**src/rtl/txr_pkg.sv**
```systemverilog
`timescale 1ns/1ps
package txr_pkg;
    localparam int LEAD_CYC  = 4;
    localparam int TAIL_CYC  = 7;
    localparam int GAP_FINE  = 2;
    localparam int PA_LAG    = 3;
    localparam int PIN_COUNT = 3;

    typedef enum logic [3:0] {
        ST_IDLE, ST_LEAD, ST_GAP1, ST_GAP2, ST_HEAD,
        ST_DATA, ST_DROP, ST_GAP3, ST_GAP4, ST_TAIL
    } txr_state_e;
endpackage

```
**src/rtl/txr_phase_fsm.sv**
```systemverilog
`timescale 1ns/1ps
module txr_phase_fsm
    import txr_pkg::*;
#(
    parameter int GAP_W   = 8,
    parameter int BIT_DIV = 20,
    localparam int CNT_W  = $clog2(((2 ** GAP_W) * BIT_DIV) + 8)
) (
    input  logic             clk,
    input  logic             rst_n,
    input  logic             start_i,
    input  logic             last_bit_i,
    input  logic [GAP_W-1:0] gap1_i,
    input  logic [GAP_W-1:0] gap2_i,
    input  logic [GAP_W-1:0] gap3_i,
    input  logic [GAP_W-1:0] gap4_i,
    input  logic [GAP_W-1:0] head_i,
    input  logic [GAP_W-1:0] drop_i,
    output logic             txs_o,
    output logic             ph1_o,
    output logic             ph2_o,
    output logic             ph3_o,
    output logic             dflt_o,
    output logic             ready_o
);
    typedef struct packed {
        txr_state_e       st;
        logic [CNT_W-1:0] cnt;
        logic             rdy;
    } seq_t;

    seq_t seq_d, seq_q;

    // load value for a gap: count bit periods plus the fixed fine offset, minus one
    function automatic logic [CNT_W-1:0] gap_load(input logic [GAP_W-1:0] g);
        return CNT_W'(g) * CNT_W'(BIT_DIV) + CNT_W'(GAP_FINE - 1);
    endfunction

    // load value for head/drop: whole bit periods, a zero count still takes one cycle
    function automatic logic [CNT_W-1:0] span_load(input logic [GAP_W-1:0] n);
        return (n == '0) ? '0 : CNT_W'(n) * CNT_W'(BIT_DIV) - CNT_W'(1);
    endfunction

    always_comb begin
        seq_d     = seq_q;
        seq_d.rdy = 1'b0;
        unique case (seq_q.st)
            ST_IDLE: begin
                if (start_i) begin
                    seq_d.st  = ST_LEAD;
                    seq_d.cnt = CNT_W'(LEAD_CYC - 1);
                end
            end
            ST_DATA: begin
                if (last_bit_i) begin
                    seq_d.st  = ST_DROP;
                    seq_d.cnt = span_load(drop_i);
                end
            end
            default: begin
                if (seq_q.cnt != '0) begin
                    seq_d.cnt = seq_q.cnt - CNT_W'(1);
                end else begin
                    case (seq_q.st)
                        ST_LEAD: begin seq_d.st = ST_GAP1; seq_d.cnt = gap_load(gap1_i);   end
                        ST_GAP1: begin seq_d.st = ST_GAP2; seq_d.cnt = gap_load(gap2_i);   end
                        ST_GAP2: begin seq_d.st = ST_HEAD; seq_d.cnt = span_load(head_i);  end
                        ST_HEAD: begin seq_d.st = ST_DATA; seq_d.rdy = 1'b1;               end
                        ST_DROP: begin seq_d.st = ST_GAP3; seq_d.cnt = gap_load(gap3_i);   end
                        ST_GAP3: begin seq_d.st = ST_GAP4; seq_d.cnt = gap_load(gap4_i);   end
                        ST_GAP4: begin seq_d.st = ST_TAIL; seq_d.cnt = CNT_W'(TAIL_CYC - 1); end
                        default: begin seq_d.st = ST_IDLE; seq_d.cnt = '0;                 end
                    endcase
                end
            end
        endcase
    end

    always_ff @(posedge clk or negedge rst_n) begin
        if (!rst_n) begin
            seq_q <= '{st: ST_IDLE, cnt: '0, rdy: 1'b0};
        end else begin
            seq_q <= seq_d;
        end
    end

    assign txs_o   = (seq_q.st != ST_IDLE);
    assign ph1_o   = seq_q.st inside {ST_GAP1, ST_GAP2, ST_HEAD, ST_DATA, ST_DROP, ST_GAP3, ST_GAP4};
    assign ph2_o   = seq_q.st inside {ST_GAP2, ST_HEAD, ST_DATA, ST_DROP, ST_GAP3};
    assign ph3_o   = seq_q.st inside {ST_HEAD, ST_DATA, ST_DROP};
    assign dflt_o  = seq_q.st inside {ST_HEAD, ST_DROP};
    assign ready_o = seq_q.rdy;


    start_accept_chk: assert property (@(posedge clk) disable iff (!rst_n)
        (!txs_o && start_i) |=> (txs_o && !ph1_o));


    lead_len_chk: assert property (@(posedge clk) disable iff (!rst_n)
        $rose(ph1_o) |-> ($past(txs_o, 4) && !$past(txs_o, 5)));


    ramp_order_chk: assert property (@(posedge clk) disable iff (!rst_n)
        ($rose(ph2_o) |-> ph1_o) and ($fell(ph1_o) |-> (!ph2_o && !ph3_o)));


    ready_single_chk: assert property (@(posedge clk) disable iff (!rst_n)
        ready_o |=> !ready_o);


    drop_end_chk: assert property (@(posedge clk) disable iff (!rst_n)
        $fell(ph3_o) |-> $past(dflt_o));


    tail_len_chk: assert property (@(posedge clk) disable iff (!rst_n)
        $fell(txs_o) |-> ($past(ph1_o, 8) && !$past(ph1_o, 7)));
endmodule

```
**src/rtl/txr_pa_lag.sv**
```systemverilog
`timescale 1ns/1ps
module txr_pa_lag #(
    parameter int LAG = 3
) (
    input  logic clk,
    input  logic rst_n,
    input  logic ph2_i,
    output logic pwr_o
);
    logic [LAG-1:0] sr_d, sr_q;

    always_comb begin
        sr_d = {sr_q[LAG-2:0], ph2_i};
    end

    always_ff @(posedge clk or negedge rst_n) begin
        if (!rst_n) begin
            sr_q <= '0;
        end else begin
            sr_q <= sr_d;
        end
    end

    assign pwr_o = sr_q[LAG-1];


    pa_lag_chk: assert property (@(posedge clk) disable iff (!rst_n)
        ($rose(pwr_o) |-> $past(ph2_i, 3)) and ($fell(pwr_o) |-> !$past(ph2_i, 3)));
endmodule

```
**src/rtl/txr_pin_map.sv**
```systemverilog
`timescale 1ns/1ps
module txr_pin_map
    import txr_pkg::*;
(
    input  logic                 txs_i,
    input  logic                 pwr_i,
    input  logic                 ph1_i,
    input  logic                 ph2_i,
    input  logic                 ph3_i,
    input  logic                 route_sel_i,
    input  logic [PIN_COUNT-1:0] force_i,
    input  logic [PIN_COUNT-1:0] inv_i,
    output logic [PIN_COUNT-1:0] pin_o
);
    logic [PIN_COUNT-1:0] src;

    always_comb begin
        src[0] = route_sel_i ? ph1_i : txs_i;
        src[1] = route_sel_i ? ph2_i : pwr_i;
        src[2] = ph3_i;
    end

    for (genvar i = 0; i < PIN_COUNT; i++) begin : g_pin
        assign pin_o[i] = (src[i] | force_i[i]) ^ inv_i[i];
    end
endmodule

```
**src/rtl/tx_ramp_sequencer.sv**
```systemverilog
`timescale 1ns/1ps
module tx_ramp_sequencer
    import txr_pkg::*;
#(
    parameter int GAP_W   = 8,
    parameter int BIT_DIV = 20
) (
    input  logic             clk,
    input  logic             rst_n,
    input  logic             start_i,
    input  logic             last_bit_i,
    input  logic [GAP_W-1:0] gap1_i,
    input  logic [GAP_W-1:0] gap2_i,
    input  logic [GAP_W-1:0] gap3_i,
    input  logic [GAP_W-1:0] gap4_i,
    input  logic [GAP_W-1:0] head_i,
    input  logic [GAP_W-1:0] drop_i,
    input  logic             route_sel_i,
    input  logic             pa_inv_i,
    input  logic             mod_inv_i,
    input  logic [2:0]       force_i,
    output logic             ready_o,
    output logic             dflt_bit_o,
    output logic             cmd_o,
    output logic             cmd_n_o,
    output logic             pa_en_o,
    output logic             mod_en_o
);
    logic txs, ph1, ph2, ph3, pwr;
    logic [PIN_COUNT-1:0] pins;

    txr_phase_fsm #(.GAP_W(GAP_W), .BIT_DIV(BIT_DIV)) i_fsm (
        .clk(clk), .rst_n(rst_n), .start_i(start_i), .last_bit_i(last_bit_i),
        .gap1_i(gap1_i), .gap2_i(gap2_i), .gap3_i(gap3_i), .gap4_i(gap4_i),
        .head_i(head_i), .drop_i(drop_i),
        .txs_o(txs), .ph1_o(ph1), .ph2_o(ph2), .ph3_o(ph3),
        .dflt_o(dflt_bit_o), .ready_o(ready_o)
    );

    txr_pa_lag #(.LAG(PA_LAG)) i_lag (
        .clk(clk), .rst_n(rst_n), .ph2_i(ph2), .pwr_o(pwr)
    );

    txr_pin_map i_map (
        .txs_i(txs), .pwr_i(pwr), .ph1_i(ph1), .ph2_i(ph2), .ph3_i(ph3),
        .route_sel_i(route_sel_i), .force_i(force_i),
        .inv_i({mod_inv_i, pa_inv_i, 1'b0}), .pin_o(pins)
    );

    assign cmd_o    = pins[0];
    assign cmd_n_o  = ~pins[0];
    assign pa_en_o  = pins[1];
    assign mod_en_o = pins[2];


    pwr_inside_burst_chk: assert property (@(posedge clk) disable iff (!rst_n)
        pwr |-> txs);
endmodule

```
**config.mk**
```make
export PLATFORM = sky130hd
export DESIGN_NAME = tx_ramp_sequencer
export DESIGN_NICKNAME = d
export VERILOG_FILES = /design/src/rtl/txr_pkg.sv /design/src/rtl/txr_phase_fsm.sv /design/src/rtl/txr_pa_lag.sv /design/src/rtl/txr_pin_map.sv /design/src/rtl/tx_ramp_sequencer.sv
export SDC_FILE = /design/constraint.sdc
export NUM_CORES = 1
export LEC_CHECK = 0
export ABC_AREA = 1
export BUFFER_PORTS_ARGS = -buffer_cell sky130_fd_sc_hd__buf_2
export CAP_MARGIN = 0
export CORE_MARGIN = 5
export CORE_UTILIZATION = 60
export CTS_CLUSTER_DIAMETER = 200
export DETAILED_ROUTE_END_ITERATION = 12
export GPL_TIMING_DRIVEN = 0
export PLACE_DENSITY = 0.85
export SYNTH_ARGS = -nofsm -noshare
export SYNTH_HDL_FRONTEND = slang
export SYNTH_SLANG_ARGS = --single-unit
```
**constraint.sdc**
```tcl
create_clock -name clk -period 2 [get_ports clk]
set_input_delay 0.4 -clock clk [delete_from_list [all_inputs] [get_ports clk]]
set_output_delay 0.4 -clock clk [all_outputs]
set_load 0.03 [all_outputs]
```
==> flow_summary.json, run 1 <==
{
  "detail_route.wl_per_cell_um": 15.91,
  "fill_cells": 519,
  "p_leak_nw": 2.911,
  "worst_ep_required_time_ns": 2.20,
  "synth.area.top_cells": "ha_1 21%, nand2_1 13%, dfrtp_1 12%",
  "critical_path.max_fanout": 3,
  "cts_buffers": 3,
  "vias": 5179,
  "final_cells": 876,
  "violations": "negative setup slack",
  "finalCritPeriodShare": 1.202,
  "grt_max_degree": 22,
  "dieArea_sq_um": 9152,
  "port_buffers": 63,
  "path_class": "primary input to flip-flop",
  "drcViolationCount": 0,
  "initial_core_util": 0.6103,
  "yosys-top-cells-count": "151 x nand2_1, 91 x inv_1, 75 x ha_1",
  "wl_um": 13940,
  "h-tree-depth": 1,
  "vdd_drop_max_mv": 0.8746,
  "ios": 64,
  "drt-initial-drc-count": 422,
  "syn_area_per_cell_sq_um": 6.572,
  "fp.dieW_um": 95.67,
  "core_sq_um": 7214,
  "yosysTopAreaCell": "ha_1",
  "maxCapViolCount": 0,
  "via_per_inst": 5.912,
  "critical_path.startpoint": "head_i[1]",
  "area_growth_pct": 28.59,
  "synth_edf_count": 0,
  "cp-endpoint": "i_fsm.seq_q[11]$_DFFE_PN0P_",
  "ys_ff_latch": 21,
  "final_layout_size_suffix_gt1_frac": 0.3153,
  "root_buffer": "clkbuf_8",
  "synth.net_count": 809,
  "num_rows": 31,
  "syn-instance-count": 670,
  "die_h_um": 95.67,
  "dp_hpwl_um": 9762,
  "insertion_delay_ns": 0.27,
  "skew_ns": 0.004519,
  "relSlewSlack": 0.6575,
  "synth_area_sq_um": 4403,
  "ys_warn_count": 0,
  "path_clk_slew_ns": 0.08,
  "drt-pass1-iter-count": 6,
  "cts_sinks": 21,
  "final_max_slew_viol_count": 0,
  "async_flop_share": 1.000,
  "fin_ws_ns": -0.4041,
  "timing.hold.worst.class": "primary input to asynchronous set/reset pin",
  "antenna_found_initial": 0,
  "reg2reg_slack_ns": 0,
  "grt.overflow.total": 0,
  "diodes": 0,
  "place.gp.congestion": 0.9216,
  "fmax_mhz": 416.0,
  "dpl.cell_count": 832,
  "rsz0062_at_grt": "true",
  "yosys.cell_count.top_type": "nand2_1",
  "grt_pass1_wl_um": 21080,
  "whs_ns": 0.08741,
  "cp_data_arrival_time_ns": 2.60,
  "ys_seq_area_frac": 0.1194,
  "p_per_area_nw_per_um2": 894.0,
  "timing.rr.end": "i_fsm.seq_q[13]$_DFFE_PN0P_",
  "hold_violations": 0,
  "synth_top_area_share": 0.2131,
  "postRouteAntennaNets": 0,
  "rr_startpoint": "i_fsm.seq_q[1]$_DFFE_PN0P_",
  "grt_usage": 0.2820,
  "endpoint_kind": "flip-flop",
  "status": "finished with violations",
  "reg2regPathDepth": 12,
  "tightest_slew_ns": 0.5137,
  "cts_max_path_buffers": 2,
  "grt_pass1_vias": 4829,
  "setup_viol": 8,
  "layout.nets": 917,
  "cts_tree": "yes",
  "synth_ff_type": "dfrtp_1",
  "fin_crit_ns": 2.404,
  "ys_types": 45,
  "critPathLaunchType": "primary input"
}
worst min-delay path by stage:
| stage | endpoint | cells after the start | slack (ns) |
|---|---|---|---|
| finish | i_fsm.seq_q[5]$_DFFE_PN0P_ | 1 | 0.09 |
| global route | i_fsm.seq_q[5]$_DFFE_PN0P_ | 1 | 0.13 |
| CTS | i_fsm.seq_q[5]$_DFFE_PN0P_ | 1 | 0.10 |
| detailed placement | i_lag.sr_q[2]$_DFF_PN0_ | 0 | 0.34 |
| global placement | i_lag.sr_q[1]$_DFF_PN0_ | 0 | 0.34 |
| floorplan | i_fsm.ready_o$_DFF_PN0_ | 0 | 0.10 |
through the flow:
| stage | power [W] | TNS [ns] | utilization | cell area [sq um] | setup slack (ns) |
|---|---|---|---|---|---|
| finish | 0.005062 | -1.854 | 0.7848 | 5662 | -0.4041 |
| global route | 0.005422 | -2.646 | 0.7848 | 5662 | -0.4772 |
| CTS | 0.004458 | -0.9616 | 0.7334 | 5291 | -0.2245 |
| detailed placement | 0.003944 | -3.549 | 0.6859 | 4949 | -0.5999 |
| global placement | 0.003854 | -3.300 | 0.6859 | 4949 | -0.5599 |
| floorplan | 0.003234 | -0.9342 | - | 4509 | -0.2500 |
worst max-delay path: stages:
cell and delay, ns:
buf_8 0.10, ha_4 0.26, ha_4 0.13, inv_2 0.04, fa_2 0.41, inv_2 0.10
nand2_1 0.06, nand2_1 0.09, nand3_1 0.09, nand2_2 0.11, nand3_2 0.12, nand2_1 0.12
nand3_2 0.14, nand3_2 0.11, nand2_1 0.06, nand2_1 0.07, nand2_1 0.06, a21oi_1 0.12
routing by layer:
layer  GRT usage  share of wire  up-vias
met5           0              0        -
met4     0.07820          0.043        0
met3     0.02762          0.087       74
met2      0.5020           0.47      309
met1      0.3599           0.40     2329
li1            -              -     2467
sequential cells by signal, summed over array words and instances, names as in the netlist:
signal / cells
i_lag.sr_q: 3
i_fsm.seq_q: 17
i_fsm.ready_o: 1
cell usage in the layout, fill, tap and decap left out, types with 23 or more instances in the layout:
master	count
nand2_1	141
nor2_1	48
ha_1	58
buf_4	41
inv_2	23
buf_2	57
a21oi_1	43
nand4_1	24
inv_1	81
nand3_1	29
cell families after synthesis:
group                      Yosys count  share of synthesized area
and+or+nand+nor                    323                     0.3484
AOI/OAI and AO/OA                  109                     0.1410
buffers and inverters              108                    0.09520
adders and majority gates           81                     0.2404
xor gates and xnor gates            28                    0.05570
DFF                                 21                     0.1194
layout make-up:
cell class | count | area, sq um | area share
repair inverters | 1 | 5.005 | 0.0008840
flip-flops and latches | 21 | 530.5 | 0.09370
multi-input cells | 541 | 3881 | 0.6855
repair buffers | 102 | 653.1 | 0.1154
plain buffers | 2 | 18.77 | 0.003315
clock buffers | 4 | 45.04 | 0.007956
well taps | 99 | 123.9 | 0.02188
inverters | 106 | 404.1 | 0.07138
report_power, final:
part / switching, W / internal (W) / leakage (nW)
combinational: 0.00236 / 0.00154 / 2.63
clock: 0.000152 / 0.000143 / 0.0228
sequential: 0.000235 / 0.000633 / 0.258
repair_timing:
| item | CTS | global route |
|---|---|---|
| setup endpoints to repair | 9 | 21 |
| hold buffers | 0 | 0 |
| pin swaps | 36 | 37 |
| setup buffers | 19 | 20 |
| gates resized for setup | 39 | 57 |
| cloned | 0 | 2 |
Power figures use the tool's default switching activity.
==> run 2, diff against run 1 <==
==> constraint.sdc (replaced) <==
create_clock -name clk -period 2 [get_ports clk]
set_input_delay 0.3 -clock clk [delete_from_list [all_inputs] [get_ports clk]]
set_output_delay 0.3 -clock clk [all_outputs]
set_load 0.03 [all_outputs]
==> flow_summary.json, run 2 (synthesized netlist as in run 1, its figures left out) <==
{
  "dieArea_sq_um": 9152,
  "via_per_inst": 5.728,
  "skew_ns": 0.009519,
  "drcViolationCount": 0,
  "layout.nets": 895,
  "rr_startpoint": "i_fsm.seq_q[1]$_DFFE_PN0P_",
  "port_buffers": 63,
  "fmax_mhz": 444.9,
  "grt_pass1_vias": 4732,
  "die_h_um": 95.67,
  "vias": 4892,
  "timing.hold.worst.class": "primary input to asynchronous set/reset pin",
  "dpl.cell_count": 832,
  "relSlewSlack": 0.6684,
  "detail_route.wl_per_cell_um": 14.90,
  "regMostFlops": "i_fsm.seq_q",
  "violations": "negative hold slack, negative setup slack",
  "ios": 64,
  "root_buffer": "clkbuf_8",
  "path_clk_slew_ns": 0.09,
  "setup_viol": 6,
  "drt-initial-drc-count": 320,
  "p_int_w": 0.002117,
  "critical_path.max_fanout": 3,
  "cp_data_arrival_time_ns": 2.41,
  "cts_sinks": 21,
  "p_sw_w": 0.002577,
  "grt_usage": 0.2691,
  "finalSetupTns_ns": -1.052,
  "endpoint_kind": "flip-flop",
  "grt.overflow.total": 0,
  "finalCritPeriodShare": 1.124,
  "place.gp.congestion": 0.9401,
  "crit_slowest_cell": "fa_2",
  "final_max_slew_viol_count": 0,
  "maxCapViolCount": 0,
  "final_cells": 854,
  "antenna_found_initial": 0,
  "p_comb_frac": 0.756,
  "cts_buffers": 3,
  "critical_path.startpoint": "head_i[1]",
  "p_per_area_nw_per_um2": 869.1,
  "whs_ns": -0.01525,
  "vdd_drop_max_mv": 0.7194,
  "cts_max_path_buffers": 2,
  "grt_max_degree": 22,
  "path_class": "primary input to flip-flop",
  "seq_power_share": 0.182,
  "insertion_delay_ns": 0.26,
  "worst_ep_required_time_ns": 2.16,
  "fill_cells": 569,
  "area_growth_pct": 22.68,
  "cts_hold_buf": 0,
  "most-common-layout-cells": "137 x nand2_1, 84 x inv_1, 64 x ha_1",
  "fin_ws_ns": -0.2477,
  "final_common_cell": "nand2_1",
  "path_cells": "buf_8 > ha_4 > ha_4 > inv_2 > fa_2 > nand4_1 > nor2_2 > a21oi_1 > o21ai_1 > nand4_1 > a21oi_1 > nor2_1",
  "final_layout_size_suffix_gt1_frac": 0.2755,
  "wl_um": 12720,
  "grt_pass1_wl_um": 20230,
  "drt-pass1-iter-count": 5,
  "fp.dieW_um": 95.67,
  "diodes": 0,
  "core_sq_um": 7214,
  "h-tree-depth": 1,
  "initial_core_util": 0.6103,
  "rsz0062_at_grt": "true",
  "postRouteAntennaNets": 0,
  "largest_register_ffs": 17,
  "tightest_slew_ns": 0.4973,
  "dp_hpwl_um": 9976,
  "p_leak_nw": 2.791,
  "num_rows": 31,
  "max_stage_delay_ns": 0.57,
  "hold_violations": 12,
  "cts_tree": "yes",
  "critPathLaunchType": "primary input",
  "p_sw_frac": 0.5489,
  "fin_crit_ns": 2.248,
  "clockPowerShare": 0.061,
  "status": "finished with violations"
}
## run 2: cell types whose count changed in the layout (fill, tap and decap cells not counted), moves of 3 or more
cell,delta
buf_4,-21
ha_1,+6
ha_4,-4
nand2_1,-4
nand3_1,+4
nand3_2,-4
nor2_2,-4
buf_2,+3
inv_1,+3
inv_2,-3
nand2_2,+3
nor2_1,+3
## run 2: per-stage QoR
stage	worst slack, ns	instance area (sq um)	hold WS, ns	utilization	power (W)
after global placement	-0.5175	4923	0.2830	0.6824	0.003841
after detailed placement	-0.6229	4923	0.2932	0.6824	0.003959
after global routing	-0.3449	5401	0.02117	0.7487	0.005116
after CTS	-0.1858	5120	0.006348	0.7097	0.004340
final	-0.2477	5401	-0.01525	0.7487	0.004694
after floorplan	-0.1753	4484	0.004409	-	0.003220
## run 2: area by class of cell
class                           count  area, sq um  area share
Timing Repair Buffer               81        473.0     0.08756
Clock buffer                        3        41.29    0.007644
Clock inverter                      1        5.005   0.0009266
Tap cell                           99        123.9     0.02293
Sequential cell                    21        529.3     0.09798
Inverter                          106        404.1     0.07482
Buffer                              2        18.77    0.003475
Multi-Input combinational cell    541         3806      0.7047
## run 2: power groups by stage
| stage | Combinational, W | Sequential, W | Clock (W) |
|---|---|---|---|
| floorplan | 0.00243 | 0.000787 | 0 |
| global placement | 0.00302 | 0.000823 | 0 |
| detailed placement | 0.00312 | 0.000834 | 0 |
| CTS | 0.00322 | 0.000836 | 0.000287 |
| global route | 0.00393 | 0.000876 | 0.000311 |
| finish | 0.00355 | 0.000856 | 0.000287 |
## run 2: final timing paths
kind	depth (start not counted)	slack (ns)	endpoint
worst max register to register	13	0.06	i_fsm.seq_q[13]$_DFFE_PN0P_
worst min register to register	0	0.36	i_lag.sr_q[2]$_DFF_PN0_
worst min-delay path	1	-0.02	i_fsm.seq_q[5]$_DFFE_PN0P_
min in group clk	0	0.36	i_lag.sr_q[2]$_DFF_PN0_
max in group asynchronous	1	1.64	i_fsm.seq_q[17]$_DFFE_PN0P_
worst max-delay path	12	-0.25	i_fsm.seq_q[10]$_DFFE_PN0P_
## run 2: worst max-delay path: cells and delay by family
family,cells,cell delay (ns)
and+or+nand+nor,4,0.56
AOI/OAI and AO/OA,3,0.43
buffers and inverters,2,0.14
adders and majority gates,3,0.97
## run 2: timing repair
item / CTS / global route
gates resized for setup: 24 / 54
pin swaps: 28 / 27
setup buffers: 8 / 11
setup endpoints to repair: 8 / 20
## run 2: per-layer routing
| metal | GRT usage | part of all wire | vias to the layer above |
|---|---|---|---|
| met5 | 0 | 0 | - |
| met4 | 0.1066 | 0.041 | 0 |
| met3 | 0.03394 | 0.065 | 46 |
| met2 | 0.4708 | 0.48 | 195 |
| met1 | 0.3327 | 0.41 | 2230 |
| li1 | - | - | 2421 |
